==> src/rtl/sram_ctrl_pkg.sv <==
package sram_ctrl_pkg;

    typedef enum logic [2:0] {
        ST_IDLE,
        ST_WR_SETUP,
        ST_WR_PULSE,
        ST_WR_HOLD,
        ST_RD_ACCESS
    } ctrl_state_e;

    // Whole cycles covering a nanosecond minimum, never fewer than one.
    function automatic int cycles_for(input int ns, input int period_ns);
        int c;
        c = (ns + period_ns - 1) / period_ns;
        return (c < 1) ? 1 : c;
    endfunction

    function automatic int max2(input int a, input int b);
        return (a > b) ? a : b;
    endfunction

endpackage

==> src/rtl/sram_cycle_timer.sv <==
module sram_cycle_timer #(
    parameter int CW = 4
) (
    input  logic          clk,
    input  logic          rst_n,
    input  logic          load,
    input  logic [CW-1:0] load_val,
    output logic          expired
);
    logic [CW-1:0] count_q;

    always_ff @(posedge clk or negedge rst_n) begin
        if (!rst_n)
            count_q <= '0;
        else if (load)
            count_q <= load_val;
        else if (count_q != '0)
            count_q <= count_q - 1'b1;
    end

    assign expired = (count_q == '0);

endmodule

==> src/rtl/sram_ctrl_fsm.sv <==
module sram_ctrl_fsm
    import sram_ctrl_pkg::*;
#(
    parameter int N_PWE = 4,
    parameter int N_ACC = 6,
    parameter int N_WC  = 6,
    parameter int N_RC  = 6,
    parameter int CW    = 4
) (
    input  logic          clk,
    input  logic          rst_n,
    input  logic          req_valid,
    input  logic          req_write,
    input  logic [1:0]    req_bmask,
    input  logic [1:0]    lat_mask,
    input  logic          phase_done,
    input  logic          cycle_done,
    output logic          req_ready,
    output logic          accept,
    output logic          phase_load,
    output logic [CW-1:0] phase_val,
    output logic          cycle_load,
    output logic [CW-1:0] cycle_val,
    output logic          capture,
    output logic          mem_cs_n,
    output logic          mem_oe_n,
    output logic          mem_we_n,
    output logic          mem_lb_n,
    output logic          mem_ub_n,
    output logic          mem_dq_oe
);
    localparam logic [CW-1:0] PWE_LD = CW'(N_PWE - 1);
    localparam logic [CW-1:0] ACC_LD = CW'(N_ACC - 1);
    localparam logic [CW-1:0] WC_LD  = CW'(N_WC - 1);
    localparam logic [CW-1:0] RC_LD  = CW'(N_RC - 1);

    ctrl_state_e state_q, state_d;

    always_ff @(posedge clk or negedge rst_n) begin
        if (!rst_n)
            state_q <= ST_IDLE;
        else
            state_q <= state_d;
    end

    // Next state and timer control
    always_comb begin
        state_d    = state_q;
        accept     = 1'b0;
        phase_load = 1'b0;
        phase_val  = '0;
        cycle_load = 1'b0;
        cycle_val  = '0;
        capture    = 1'b0;
        req_ready  = (state_q == ST_IDLE) && cycle_done;
        unique case (state_q)
            ST_IDLE: begin
                if (req_valid && cycle_done) begin
                    accept = 1'b1;
                    if (!req_write) begin
                        state_d    = ST_RD_ACCESS;
                        phase_load = 1'b1;
                        phase_val  = ACC_LD;
                        cycle_load = 1'b1;
                        cycle_val  = RC_LD;
                    end else if (req_bmask != 2'b00) begin
                        state_d    = ST_WR_SETUP;
                        cycle_load = 1'b1;
                        cycle_val  = WC_LD;
                    end
                end
            end
            ST_WR_SETUP: begin
                state_d    = ST_WR_PULSE;
                phase_load = 1'b1;
                phase_val  = PWE_LD;
            end
            ST_WR_PULSE: begin
                if (phase_done)
                    state_d = ST_WR_HOLD;
            end
            ST_WR_HOLD: begin
                state_d = ST_IDLE;
            end
            ST_RD_ACCESS: begin
                if (phase_done) begin
                    capture = 1'b1;
                    state_d = ST_IDLE;
                end
            end
            default: state_d = ST_IDLE;
        endcase
    end

    // Pin outputs per state
    always_comb begin
        mem_cs_n  = 1'b1;
        mem_oe_n  = 1'b1;
        mem_we_n  = 1'b1;
        mem_lb_n  = 1'b1;
        mem_ub_n  = 1'b1;
        mem_dq_oe = 1'b0;
        unique case (state_q)
            ST_IDLE: ;
            ST_WR_SETUP, ST_WR_HOLD: begin
                mem_cs_n  = 1'b0;
                mem_lb_n  = ~lat_mask[0];
                mem_ub_n  = ~lat_mask[1];
                mem_dq_oe = 1'b1;
            end
            ST_WR_PULSE: begin
                mem_cs_n  = 1'b0;
                mem_we_n  = 1'b0;
                mem_lb_n  = ~lat_mask[0];
                mem_ub_n  = ~lat_mask[1];
                mem_dq_oe = 1'b1;
            end
            ST_RD_ACCESS: begin
                mem_cs_n = 1'b0;
                mem_oe_n = 1'b0;
                mem_lb_n = 1'b0;
                mem_ub_n = 1'b0;
            end
            default: ;
        endcase
    end

    // Checker state: length of the current write-enable low run
    logic [CW:0] we_run_q;
    always_ff @(posedge clk or negedge rst_n) begin
        if (!rst_n)
            we_run_q <= '0;
        else if (!mem_we_n)
            we_run_q <= we_run_q + 1'b1;
        else
            we_run_q <= '0;
    end

    a_r2_pulse_width: assert property (@(posedge clk) disable iff (!rst_n)
        $rose(mem_we_n) |-> (we_run_q == (CW+1)'(N_PWE)));

    a_r2_pulse_framing: assert property (@(posedge clk) disable iff (!rst_n)
        !mem_we_n |-> (!mem_cs_n && mem_oe_n && mem_dq_oe));

    a_r4_lane_needed: assert property (@(posedge clk) disable iff (!rst_n)
        !mem_we_n |-> !(mem_lb_n && mem_ub_n));

    a_r6_no_contention: assert property (@(posedge clk) disable iff (!rst_n)
        !(mem_dq_oe && !mem_oe_n));

    a_r7_ready_only_idle: assert property (@(posedge clk) disable iff (!rst_n)
        req_ready |-> mem_cs_n);

endmodule

==> src/rtl/sram_async_ctrl.sv <==
module sram_async_ctrl
    import sram_ctrl_pkg::*;
#(
    parameter int ADDR_W        = 18,
    parameter int DATA_W        = 16,
    parameter int CLK_PERIOD_NS = 10,
    parameter int T_WC_NS       = 55,
    parameter int T_PWE_NS      = 40,
    parameter int T_SD_NS       = 25,
    parameter int T_RC_NS       = 55,
    parameter int T_AA_NS       = 55,
    parameter int T_DOE_NS      = 25
) (
    input  logic              clk,
    input  logic              rst_n,
    input  logic              req_valid,
    output logic              req_ready,
    input  logic              req_write,
    input  logic [ADDR_W-1:0] req_addr,
    input  logic [DATA_W-1:0] req_wdata,
    input  logic [1:0]        req_bmask,
    output logic              rsp_valid,
    output logic [DATA_W-1:0] rsp_rdata,
    output logic [ADDR_W-1:0] mem_addr,
    output logic              mem_cs_n,
    output logic              mem_oe_n,
    output logic              mem_we_n,
    output logic              mem_lb_n,
    output logic              mem_ub_n,
    output logic [DATA_W-1:0] mem_dq_out,
    output logic              mem_dq_oe,
    input  logic [DATA_W-1:0] mem_dq_in
);
    localparam int N_PWE = max2(cycles_for(T_PWE_NS, CLK_PERIOD_NS),
                                cycles_for(T_SD_NS, CLK_PERIOD_NS));
    localparam int N_RC  = cycles_for(T_RC_NS, CLK_PERIOD_NS);
    localparam int N_ACC = max2(max2(cycles_for(T_AA_NS, CLK_PERIOD_NS),
                                     cycles_for(T_DOE_NS, CLK_PERIOD_NS)), N_RC);
    localparam int N_WC  = cycles_for(T_WC_NS, CLK_PERIOD_NS);
    localparam int N_MAX = max2(max2(N_PWE, N_ACC), max2(N_WC, N_RC));
    localparam int CW    = $clog2(N_MAX + 1);

    logic              accept, capture;
    logic              phase_load, cycle_load, phase_done, cycle_done;
    logic [CW-1:0]     phase_val, cycle_val;
    logic [ADDR_W-1:0] lat_addr;
    logic [DATA_W-1:0] lat_wdata;
    logic [1:0]        lat_mask;

    sram_ctrl_fsm #(
        .N_PWE(N_PWE), .N_ACC(N_ACC), .N_WC(N_WC), .N_RC(N_RC), .CW(CW)
    ) u_fsm (
        .clk        (clk),
        .rst_n      (rst_n),
        .req_valid  (req_valid),
        .req_write  (req_write),
        .req_bmask  (req_bmask),
        .lat_mask   (lat_mask),
        .phase_done (phase_done),
        .cycle_done (cycle_done),
        .req_ready  (req_ready),
        .accept     (accept),
        .phase_load (phase_load),
        .phase_val  (phase_val),
        .cycle_load (cycle_load),
        .cycle_val  (cycle_val),
        .capture    (capture),
        .mem_cs_n   (mem_cs_n),
        .mem_oe_n   (mem_oe_n),
        .mem_we_n   (mem_we_n),
        .mem_lb_n   (mem_lb_n),
        .mem_ub_n   (mem_ub_n),
        .mem_dq_oe  (mem_dq_oe)
    );

    sram_cycle_timer #(.CW(CW)) u_phase_tmr (
        .clk      (clk),
        .rst_n    (rst_n),
        .load     (phase_load),
        .load_val (phase_val),
        .expired  (phase_done)
    );

    sram_cycle_timer #(.CW(CW)) u_cycle_tmr (
        .clk      (clk),
        .rst_n    (rst_n),
        .load     (cycle_load),
        .load_val (cycle_val),
        .expired  (cycle_done)
    );

    always_ff @(posedge clk or negedge rst_n) begin
        if (!rst_n) begin
            lat_addr  <= '0;
            lat_wdata <= '0;
            lat_mask  <= '0;
        end else if (accept) begin
            lat_addr  <= req_addr;
            lat_wdata <= req_wdata;
            lat_mask  <= req_write ? req_bmask : 2'b11;
        end
    end

    always_ff @(posedge clk or negedge rst_n) begin
        if (!rst_n) begin
            rsp_valid <= 1'b0;
            rsp_rdata <= '0;
        end else begin
            rsp_valid <= capture;
            if (capture)
                rsp_rdata <= mem_dq_in;
        end
    end

    assign mem_addr   = lat_addr;
    assign mem_dq_out = lat_wdata;

    a_r5_single_strobe: assert property (@(posedge clk) disable iff (!rst_n)
        rsp_valid |=> !rsp_valid);

    a_r2_addr_stable: assert property (@(posedge clk) disable iff (!rst_n)
        (!mem_cs_n && $past(!mem_cs_n)) |-> $stable(mem_addr));

    a_r2_data_stable: assert property (@(posedge clk) disable iff (!rst_n)
        (!mem_we_n && $past(!mem_we_n)) |-> $stable(mem_dq_out));

    a_r8_standby_ready: assert property (@(posedge clk) disable iff (!rst_n)
        (mem_cs_n && !$past(mem_cs_n)) |-> (mem_we_n && mem_oe_n));

endmodule

==> config.mk <==
export PLATFORM = sky130hd
export DESIGN_NAME = sram_async_ctrl
export DESIGN_NICKNAME = d
export VERILOG_FILES = /design/src/rtl/sram_ctrl_pkg.sv /design/src/rtl/sram_cycle_timer.sv /design/src/rtl/sram_ctrl_fsm.sv /design/src/rtl/sram_async_ctrl.sv
export SDC_FILE = /design/constraint.sdc
export NUM_CORES = 1
export LEC_CHECK = 0
export BUFFER_PORTS_ARGS = -buffer_cell sky130_fd_sc_hd__buf_2
export CAP_MARGIN = 30
export CORE_ASPECT_RATIO = 1.2
export CORE_MARGIN = 2
export CORE_UTILIZATION = 30
export CTS_CLUSTER_SIZE = 40
export DETAILED_ROUTE_END_ITERATION = 12
export GPL_TIMING_DRIVEN = 0
export PLACE_DENSITY_LB_ADDON = 0.05
export SLEW_MARGIN = 20
export SYNTH_ARGS = -nofsm -noshare
export SYNTH_HDL_FRONTEND = slang
export SYNTH_SLANG_ARGS = --single-unit
==> constraint.sdc <==
create_clock -name clk -period 2.2 [get_ports clk]
set_input_delay 0.44 -clock clk [delete_from_list [all_inputs] [get_ports clk]]
set_output_delay 0.44 -clock clk [all_outputs]
set_load 0.02 [all_outputs]
==> results.yml, run 1 <==
floorplanning:
  rows: 37
  start_util_pct: 30.47
  core_area_um2: 8472
  ios: 114
  die_y_um: 105.6
  die_width_um: 88.68
  dieArea_um2: 9365
power_and_ir_drop:
  combPwrFrac_pct: 46.5
  total_power_uw: 5461
  p_seq_share_pct: 35.9
  switching_share_pct: 37.93
  leakage_uw: 0.001782
  clkPwrFrac_pct: 17.6
  switching_power_uw: 2071
  cellPowerDensity_nw_per_um2: 1553
  p_int_uw: 3390
  ir_worst_vdd_v: 0.0006364
synth:
  synthDistinctLibCells: 28
  syn-num-nets: 236
  synthCells: 176
  syn-cell-area_um2: 2581
  post_synth.cell_area_avg_um2: 14.67
  yosysWarnings: 0
  seq_area_frac_synth_pct: 60.11
  synth-seq-cells: 62
setup_path:
  regToRegEndpoint: "mem_addr[0]"
  endpoint_kind: "register"
  rrSetupSlack_ns: 0.12
  critPathRequiredTime_ns: 2.41
  crit_fanout: 10
  worst_ep_arrival_time_ns: 2.29
  start_kind: "register"
  r2r-start: "u_cycle_tmr.count_q[0]"
  path_class: "register to register"
  cp-startpoint: "u_cycle_tmr.count_q[0]"
  rr_worst_depth: 7
global_route:
  grt_max_degree: 36
  overflow: 0
  antenna_found_initial: 0
  grt_use_total_pct: 12.54
  grt_pass1_wl_um: 8963
  grt_pass1_vias: 1931
min_path:
  hold_class: "input port to asynchronous set/reset pin"
sta:
  report.final.slew_viol_count: 0
  worstMarginPinSlew_ns: 0.5110
  slew_headroom_pct: 65.47
  max_clock_freq_mhz: 480.0
  skew_ns: 0.01108
  setup_viol: 0
  holdWs_ns: 0.02261
  hold_viol_final: 0
  period_share_pct: 94.70
  fin_crit_ns: 2.083
  setup-tns-final_ns: 0
  rsz0062_at_grt: "no"
final_layout:
  n_antenna_cell: 0
  drive_above_1_share_pct: 63.82
  syn2layout_area_growth_pct: 36.21
  final_nets: 361
cts:
  root_buffer: "clkbuf_8"
  clock_path_buffers: 2
  cts_sinks: 62
  worstSkewPairLatency_ns: 0.33
  clk_pin_slew_ns: 0.07
  numCtsBuffers: 9
  cts_tree: "yes"
  hold_buffers: 0
  htreeDepth: 3
placed_design:
  dp_hpwl_um: 4153
  globalplace.congestion: 0.6527
  numPortBuffers: 113
route:
  wl_per_cell_um: 13.16
  routed_wl_um: 5540
  drt_iter0_drc: 17
  drc_errors: 0
  drt_first_pass_iters: 4
  ant_nets: 0
  drt-vias-per-instance: 4.264
  num_vias: 1795
outcome:
  outcome: "finished, final reports clean"
run:
  drv_cap: 0
-- power groups by stage --
stage               registers, uW  logic, uW  clock network (uW)
finish                       1960       2540                 961
global route                 2030       2760                1060
CTS                          1960       2580                1000
detailed placement           1970       2580                   0
global placement             1960       2560                   0
floorplan                    2560       1160                   0
-- critical path, stage by stage, from the launching register on --
cell and delay [ns]:
dfrtp_1 0.39, inv_1 0.09, ha_1 0.25, nand2b_4 0.10, or4_4 0.51, buf_6 0.17
buf_6 0.15, mux2_4 0.30
-- Yosys cell counts --
master | instances | area share (%)
nand2b_1 | 4 | 0.97
inv_1 | 6 | 0.87
nor2b_1 | 1 | 0.24
xor2_1 | 1 | 0.34
nor3_1 | 1 | 0.19
nand2_1 | 5 | 0.73
xnor2_1 | 3 | 1.0
mux2_2 | 45 | 20
nor4bb_1 | 1 | 0.39
nand2b_4 | 1 | 0.53
buf_2 | 5 | 0.97
or4b_2 | 1 | 0.39
or4_4 | 1 | 0.44
buf_6 | 3 | 1.3
a22o_1 | 1 | 0.34
mux2i_1 | 4 | 1.6
o21ai_0 | 3 | 0.58
nor4_1 | 1 | 0.24
and2_1 | 1 | 0.24
a22oi_1 | 1 | 0.29
nor2_1 | 9 | 1.3
nand3_1 | 1 | 0.19
ha_1 | 4 | 1.9
a21boi_0 | 1 | 0.29
a21oi_1 | 2 | 0.39
o221a_2 | 1 | 0.44
dfrtp_1 | 62 | 60
mux2_4 | 7 | 4.1
-- area by class of cell --
type / count / area, um^2
inverter: 6 / 22.52
multi-input combinational: 100 / 955.9
tap: 117 / 146.4
fill: 865 / 4956
buffer: 8 / 58.81
sequential: 62 / 1551
clock buffer: 14 / 192.7
timing repair buffer: 114 / 588.1
-- how the worst max path moves through the flow --
stage | endpoint | slack (ns) | depth (start not counted)
after floorplan | mem_addr[0] | 0.28 | 7
after global placement | rsp_rdata[10] | 0.11 | 6
final | mem_addr[0] | 0.12 | 7
after detailed placement | mem_dq_out[14] | 0.13 | 7
after global routing | mem_addr[0] | 0.01 | 7
after CTS | mem_lb_n | 0.08 | 5
-- per-layer routing --
layer  track usage, %  vias to the layer above  routed length (um)
met5                0                        -                   0
met4            4.870                        0                  83
met3            6.108                        9                 533
met2            18.87                       70                2596
met1            15.30                      862                2326
li1                 -                      854                   -
-- cell usage in the layout, fill, tap and decap left out, drive strengths merged, types with 2 or more instances in the layout --
cell type  netlist  final
a21oi            2      2
buf              8    122
clkbuf           0     14
dfrtp           62     62
ha               4      4
inv              6      6
mux2            52     52
mux2i            4      4
nand2            5      5
nand2b           5      5
nor2             9      9
o21ai            3      3
xnor2            3      3
-- registers in the layout, indices dropped and copies added (netlist names) --
register and flops:
mem_addr 18, mem_dq_out 16, rsp_rdata 16, u_cycle_tmr.count_q 3, u_fsm.state_q 3, u_phase_tmr.count_q 3, lat_mask 2, rsp_valid 1
-- stage by stage --
stage | cells | cell area (um^2) | util, % | setup WS, ns
after floorplan | 176 | 2581 | - | 0.2777
after global placement | 406 | 3293 | 38.87 | 0.1103
after detailed placement | 407 | 3316 | 39.14 | 0.1338
after CTS | 421 | 3508 | 41.41 | 0.07780
after global routing | 421 | 3516 | 41.50 | 0.01325
final | 421 | 3516 | 41.50 | 0.1167
-- what timing repair did --
item	4_1_cts	5_1_grt
setup endpoints to repair	0	10
resized for setup	0	2
buffers inserted	0	0
-- cell families after synthesis --
group	count (synthesis)	share of synthesized area [%]
compound gates	9	2.327
simple gates	27	5.865
mux	56	25.25
buf+inv	14	3.150
fa+ha+maj	4	1.939
xor+xnor	4	1.357
flops	62	60.11
Note: power is estimated with default switching activity, not from simulation.
==> run 2: changes to the inputs <==
Settings changed: SYNTH_HIERARCHICAL from default to 1.
==> run 2 against run 1 <==
Via count grew 9.3%. Largest power group unchanged. Worst setup slack gained 0.038 ns. Utilization shrank 0.074 points. Die area grew 7.3%. Register-to-register slack gained 0.04 ns. Clock power shrank 13%. Cell count grew 7.1%. First-iteration DRC count grew 120%. Largest cell class unchanged. Synthesized area grew 7.6%. Non-clock buffer count grew 11. Critical endpoint is now req_ready.
==> results.yml, run 2 <==
sta:
  fin_crit_ns: 2.045
  holdWs_ns: 0.3282
  report.final.slew_viol_count: 0
  setup_viol: 0
  skew_ns: 0.006469
  period_share_pct: 92.96
  setup-tns-final_ns: 0
  max_clock_freq_mhz: 489.0
  rsz0062_at_grt: "no"
  hold_viol_final: 0
synth:
  post_synth.cell_area_avg_um2: 14.03
  synthCells: 198
  synth_top_area_share_pct: 55.86
  seq_area_frac_synth_pct: 55.86
  synthDistinctLibCells: 35
  synth_area_leaders: "dfrtp_1 (56%), mux2_2 (14%), mux2_4 (8.6%)"
  synth_flop_cell: "dfrtp_1"
  yosysWarnings: 6
  synthTopCellsByCount: "dfrtp_1 (62), mux2_2 (34), mux2_4 (16)"
  synth_edf_count: 0
  syn-num-nets: 258
  synth_area_leader_cell: "dfrtp_1"
  syn-cell-area_um2: 2778
  synthArstFlopShare_pct: 100.0
  synth-seq-cells: 62
  synth_most_common_cell: "dfrtp_1"
route:
  ant_nets: 0
  num_vias: 1962
  drc_errors: 0
  drt_first_pass_iters: 4
  drt_iter0_drc: 38
  drt-vias-per-instance: 4.350
  routed_wl_um: 5991
  wl_per_cell_um: 13.28
final_layout:
  largest_reg_flops: 18
  drive_above_1_share_pct: 60.42
  final_area_um2: 3742
  syn2layout_area_growth_pct: 34.73
  final-seq-area_um2: 1551
  final_common_cell: "buf_2"
  final_cell_mix: "buf_2 (114), dfrtp_1 (62), mux2_2 (34), mux2_4 (16), inv_1 (13)"
  n_antenna_cell: 0
  multiInputGateArea_um2: 1071
  final_nets: 388
  n_fill_cell: 897
  finalNonFillerCells: 451
  final_core_util_pct: 41.43
setup_path:
  worst_ep_arrival_time_ns: 1.61
  crit_fanout: 10
  start_kind: "register"
  cp-startpoint: "u_fsm/state_q[0]"
  path_class: "register to output port"
  r2r-start: "u_cycle_tmr/count_q[0]"
  critPathRequiredTime_ns: 1.76
  rrSetupSlack_ns: 0.15
  endpoint_kind: "output port"
placed_design:
  globalplace.congestion: 0.6988
  numPortBuffers: 113
  dp.cells: 432
  dp_hpwl_um: 4391
  post_dp_cell_area_um2: 3523
cts:
  numCtsBuffers: 9
  cts_tree: "yes"
  clock_path_buffers: 2
  worstSkewPairLatency_ns: 0.34
  clk_pin_slew_ns: 0.07
  root_buffer: "clkbuf_8"
  cts_sinks: 62
  htreeDepth: 3
floorplanning:
  core_area_um2: 9034
  start_util_pct: 30.75
  die_width_um: 91.84
  ios: 114
  rows: 38
  dieArea_um2: 10050
  die_y_um: 109.4
outcome:
  outcome: "finished, final reports clean"
power_and_ir_drop:
  cellPowerDensity_nw_per_um2: 1464
  ir_worst_vdd_v: 0.0005280
  leakage_uw: 0.001902
global_route:
  grt_max_degree: 43
  grt_use_total_pct: 12.35
  grt_pass1_vias: 1936
  overflow: 0
  antenna_found_initial: 0
  grt_pass1_wl_um: 9625
run:
  drv_cap: 0
min_path:
  hold_class: "input port to register"
  min_from: "mem_dq_in[15]"
[run 2: changes by cell type in the layout (fill, tap and decap cells not counted), moves of 5 or more]
cell	previous run	this run
buf_4	1	9
buf_6	3	8
mux2_2	45	34
nor2b_1	1	7
mux2_4	7	16
inv_1	6	13
[run 2: power breakdown]
| group | switching (uW) | total, uW | internal, uW |
|---|---|---|---|
| sequential | 258 | 1950 | 1690 |
| combinational | 1440 | 2690 | 1250 |
| clock | 416 | 840 | 424 |
| total | 2110 | 5480 | 3370 |
[run 2: stage by stage]
| step | total power (uW) | setup slack (ns) |
|---|---|---|
| after floorplan | 3811 | 0.3273 |
| after global placement | 4623 | 0.04009 |
| after detailed placement | 4648 | 0.01191 |
| after CTS | 5529 | 0.03447 |
| after global routing | 5876 | 0.009461 |
| final | 5479 | 0.1549 |
[run 2: worst paths after layout]
path,end,depth (start not counted)
max,req_ready,5
min,rsp_rdata[15],2
max reg2reg,mem_addr[7],9
min reg2reg,mem_dq_out[9],1
max in group asynchronous,u_phase_tmr/count_q[1],3
min in group asynchronous,rsp_rdata[7],2
[run 2: cells by family (layout without fill, tap and decap cells)]
group	after synthesis	count (layout)	share of synthesized area, %
flops	62	62	55.86
mux	50	50	22.43
simple gates	37	37	8.559
buf+inv	27	160	6.442
compound gates	16	16	4.460
fa+ha+maj	4	4	1.802
other cells	1	1	0.1350
xor+xnor	1	1	0.3154
[run 2: critical path, cell delays in order, from the launching register on]
cell and delay (ns):
dfrtp_1 0.37, buf_6 0.14, or3_4 0.38, buf_6 0.15, nor2_1 0.08, buf_2 0.16
[run 2: final cells by class]
type | count | area share, %
inverters | 13 | 1.304
well taps | 120 | 4.012
flip-flops and latches | 62 | 41.46
repair buffers | 119 | 16.98
multi-input cells | 109 | 28.62
clock buffers | 12 | 3.878
plain buffers | 14 | 3.477
clock inverters | 2 | 0.2675
[run 2: timing repair]
action                                  CTS  global route
endpoints found under the setup margin    1            37
endpoints found under the hold margin    20             0
pin swaps                                 0             1
hold buffers                              1             0
buffers inserted                          0             4
gates cloned                              0             0
gates resized for setup                   1             4
[run 2: metal layers]
layer  vias to the layer above  share of wire (%)  GRT usage, %
met5                         -                  0             0
li1                        940                  -             -
met2                        60                 47         18.28
met4                         0                1.9         7.356
met1                       953                 47         16.61
met3                         9                4.5         2.742
==> run 3: changes to the inputs <==
Settings changed: MAX_ROUTING_LAYER from default to met4.
Clock period 2.2 ns to 2.55 ns, I/O delays scaled along.
==> run 3 against run 2 <==
Global-route usage up 0.33 points. Worst setup slack better by 0.22 ns. First-iteration DRC count up 24%. Via count down 1.1%. Sequential share of layout area up 0.72 points. Clock skew about the same. Combinational power down 15%. Cell count down 1.1%. Count of clock-buffer cells in the layout unchanged. Clock power down 14%. Non-clock buffer count down 5. Critical path type is now register to register.
==> results.yml, run 3 (synthesized netlist as in run 2, its figures left out) <==
setup_path:
  regToRegEndpoint: "u_cycle_tmr/count_q[0]"
  path_class: "register to register"
  worst_ep_arrival_time_ns: 2.40
  worst_path_most_repeated_cell: "inv_1"
  rrSetupSlack_ns: 0.38
  cpPeakStageDelay_ns: 0.51
  r2r-start: "u_cycle_tmr/count_q[0]"
  rr_worst_depth: 9
  start_kind: "register"
  slowest_stage: "a211oi_2"
  crit_end: "u_cycle_tmr/count_q[0]"
  critPathRequiredTime_ns: 2.78
  cp-startpoint: "u_cycle_tmr/count_q[0]"
  endpoint_kind: "register"
  crit_fanout: 9
  crit_path_cell_trace: "inv_1 > ha_1 > nand2b_1 > inv_1 > nand2_1 > a211oi_2 > buf_4 > inv_1 > a221oi_1"
outcome:
  outcome: "finished, final reports clean"
sta:
  worst_slack_ns: 0.3792
  setup-tns-final_ns: 0
  period_share_pct: 85.13
  worstMarginPinSlew_ns: 0.5553
  setup_viol: 0
  report.final.slew_viol_count: 0
  fin_crit_ns: 2.171
  skew_ns: 0.006436
  max_clock_freq_mhz: 460.7
  slew_headroom_pct: 62.91
  rsz0062_at_grt: "no"
  hold_viol_final: 0
route:
  drc_errors: 0
  num_vias: 1940
  drt_first_pass_iters: 5
  routed_wl_um: 5942
  drt-vias-per-instance: 4.350
  drt_iter0_drc: 47
  ant_nets: 0
  wl_per_cell_um: 13.32
global_route:
  grt_pass1_vias: 1909
  grt_pass1_wl_um: 9597
  overflow: 0
  antenna_found_initial: 0
  grt_max_degree: 43
  grt_use_total_pct: 12.68
power_and_ir_drop:
  ir_worst_vdd_v: 0.0004579
  cellPowerDensity_nw_per_um2: 1274
  total_power_uw: 4685
  leakage_uw: 0.001867
floorplanning:
  die_width_um: 91.84
  ios: 114
  die_y_um: 109.4
  start_util_pct: 30.75
  core_area_um2: 9034
  dieArea_um2: 10050
  rows: 38
final_layout:
  syn2layout_area_growth_pct: 32.43
  final_nets: 383
  n_fill_cell: 903
  finalNonFillerCells: 446
  final_common_cell: "buf_2"
  n_antenna_cell: 0
  largest_reg_flops: 18
  drive_above_1_share_pct: 59.20
  final_cell_mix: "buf_2 (114), dfrtp_1 (62), mux2_2 (34), mux2_4 (16), inv_1 (13)"
min_path:
  hold_class: "input port to asynchronous set/reset pin"
cts:
  clk_pin_slew_ns: 0.07
  htreeDepth: 3
  post_cts_resize_count: 0
  root_buffer: "clkbuf_8"
  numCtsBuffers: 9
  cts_sinks: 62
  cts_setup_buffers: 0
  hold_buffers: 0
  worstSkewPairLatency_ns: 0.33
  cts_tree: "yes"
  clock_path_buffers: 2
placed_design:
  place_worst_setup_slack_ns: 0.3619
  dp_hpwl_um: 4391
  globalplace.congestion: 0.7065
  numPortBuffers: 113
  dp.cells: 432
run:
  drv_cap: 0
run 3: changes by cell type in the layout (fill, tap and decap cells not counted), sizes merged:
cell	change
buf	-4
dlygate4sd3	-1
run 3: worst min path at each step:
stage,depth (start not counted),to,slack (ns),start
finish,1,rsp_rdata[7],0.06,rst_n
global route,1,rsp_rdata[7],0.06,rst_n
CTS,1,rsp_rdata[9],0.06,rst_n
detailed placement,1,rsp_rdata[7],0.43,rst_n
global placement,1,rsp_rdata[10],0.48,rsp_rdata[10]
floorplan,0,lat_mask[0],0.21,rst_n
run 3: power breakdown:
group	internal (uW)	switching [uW]	total (uW)	leakage (uW)
clock	366	358	724	0.0000821
combinational	1060	1220	2280	0.00102
sequential	1460	224	1680	0.000769
run 3: cell type report:
type / count / area (um^2) / area share [%]
plain buffers: 14 / 130.1 / 3.537
clock buffers: 12 / 145.1 / 3.946
clock inverters: 2 / 10.01 / 0.2721
inverters: 13 / 48.80 / 1.327
multi-input cells: 109 / 1047 / 28.47
flip-flops and latches: 62 / 1551 / 42.18
well taps: 120 / 150.1 / 4.082
repair buffers: 114 / 595.6 / 16.19
run 3: metal layers:
metal,wire (um),global-route usage [%],vias up
met5,0,-,-
met4,131,7.356,0
met3,285,2.742,10
met2,2729,18.12,62
met1,2794,16.64,937
li1,-,-,931
run 3: critical path, delay by kind of cell, from the launching register on:
family	cells	cell delay, ns
adders and majority gates	1	0.22
and+or+nand+nor	2	0.22
AOI/OAI and AO/OA	2	0.78
buffers and inverters	4	0.46
DFF	1	0.39
run 3: through the flow:
step | util (%) | instance area (um^2) | hold slack, ns
detailed placement | 39.00 | 3523 | 0.4284
CTS | 40.72 | 3679 | 0.05754
global route | 40.72 | 3679 | 0.05987
floorplan | - | 2778 | 0.2144
finish | 40.72 | 3679 | 0.05684
global placement | 38.67 | 3493 | 0.4843
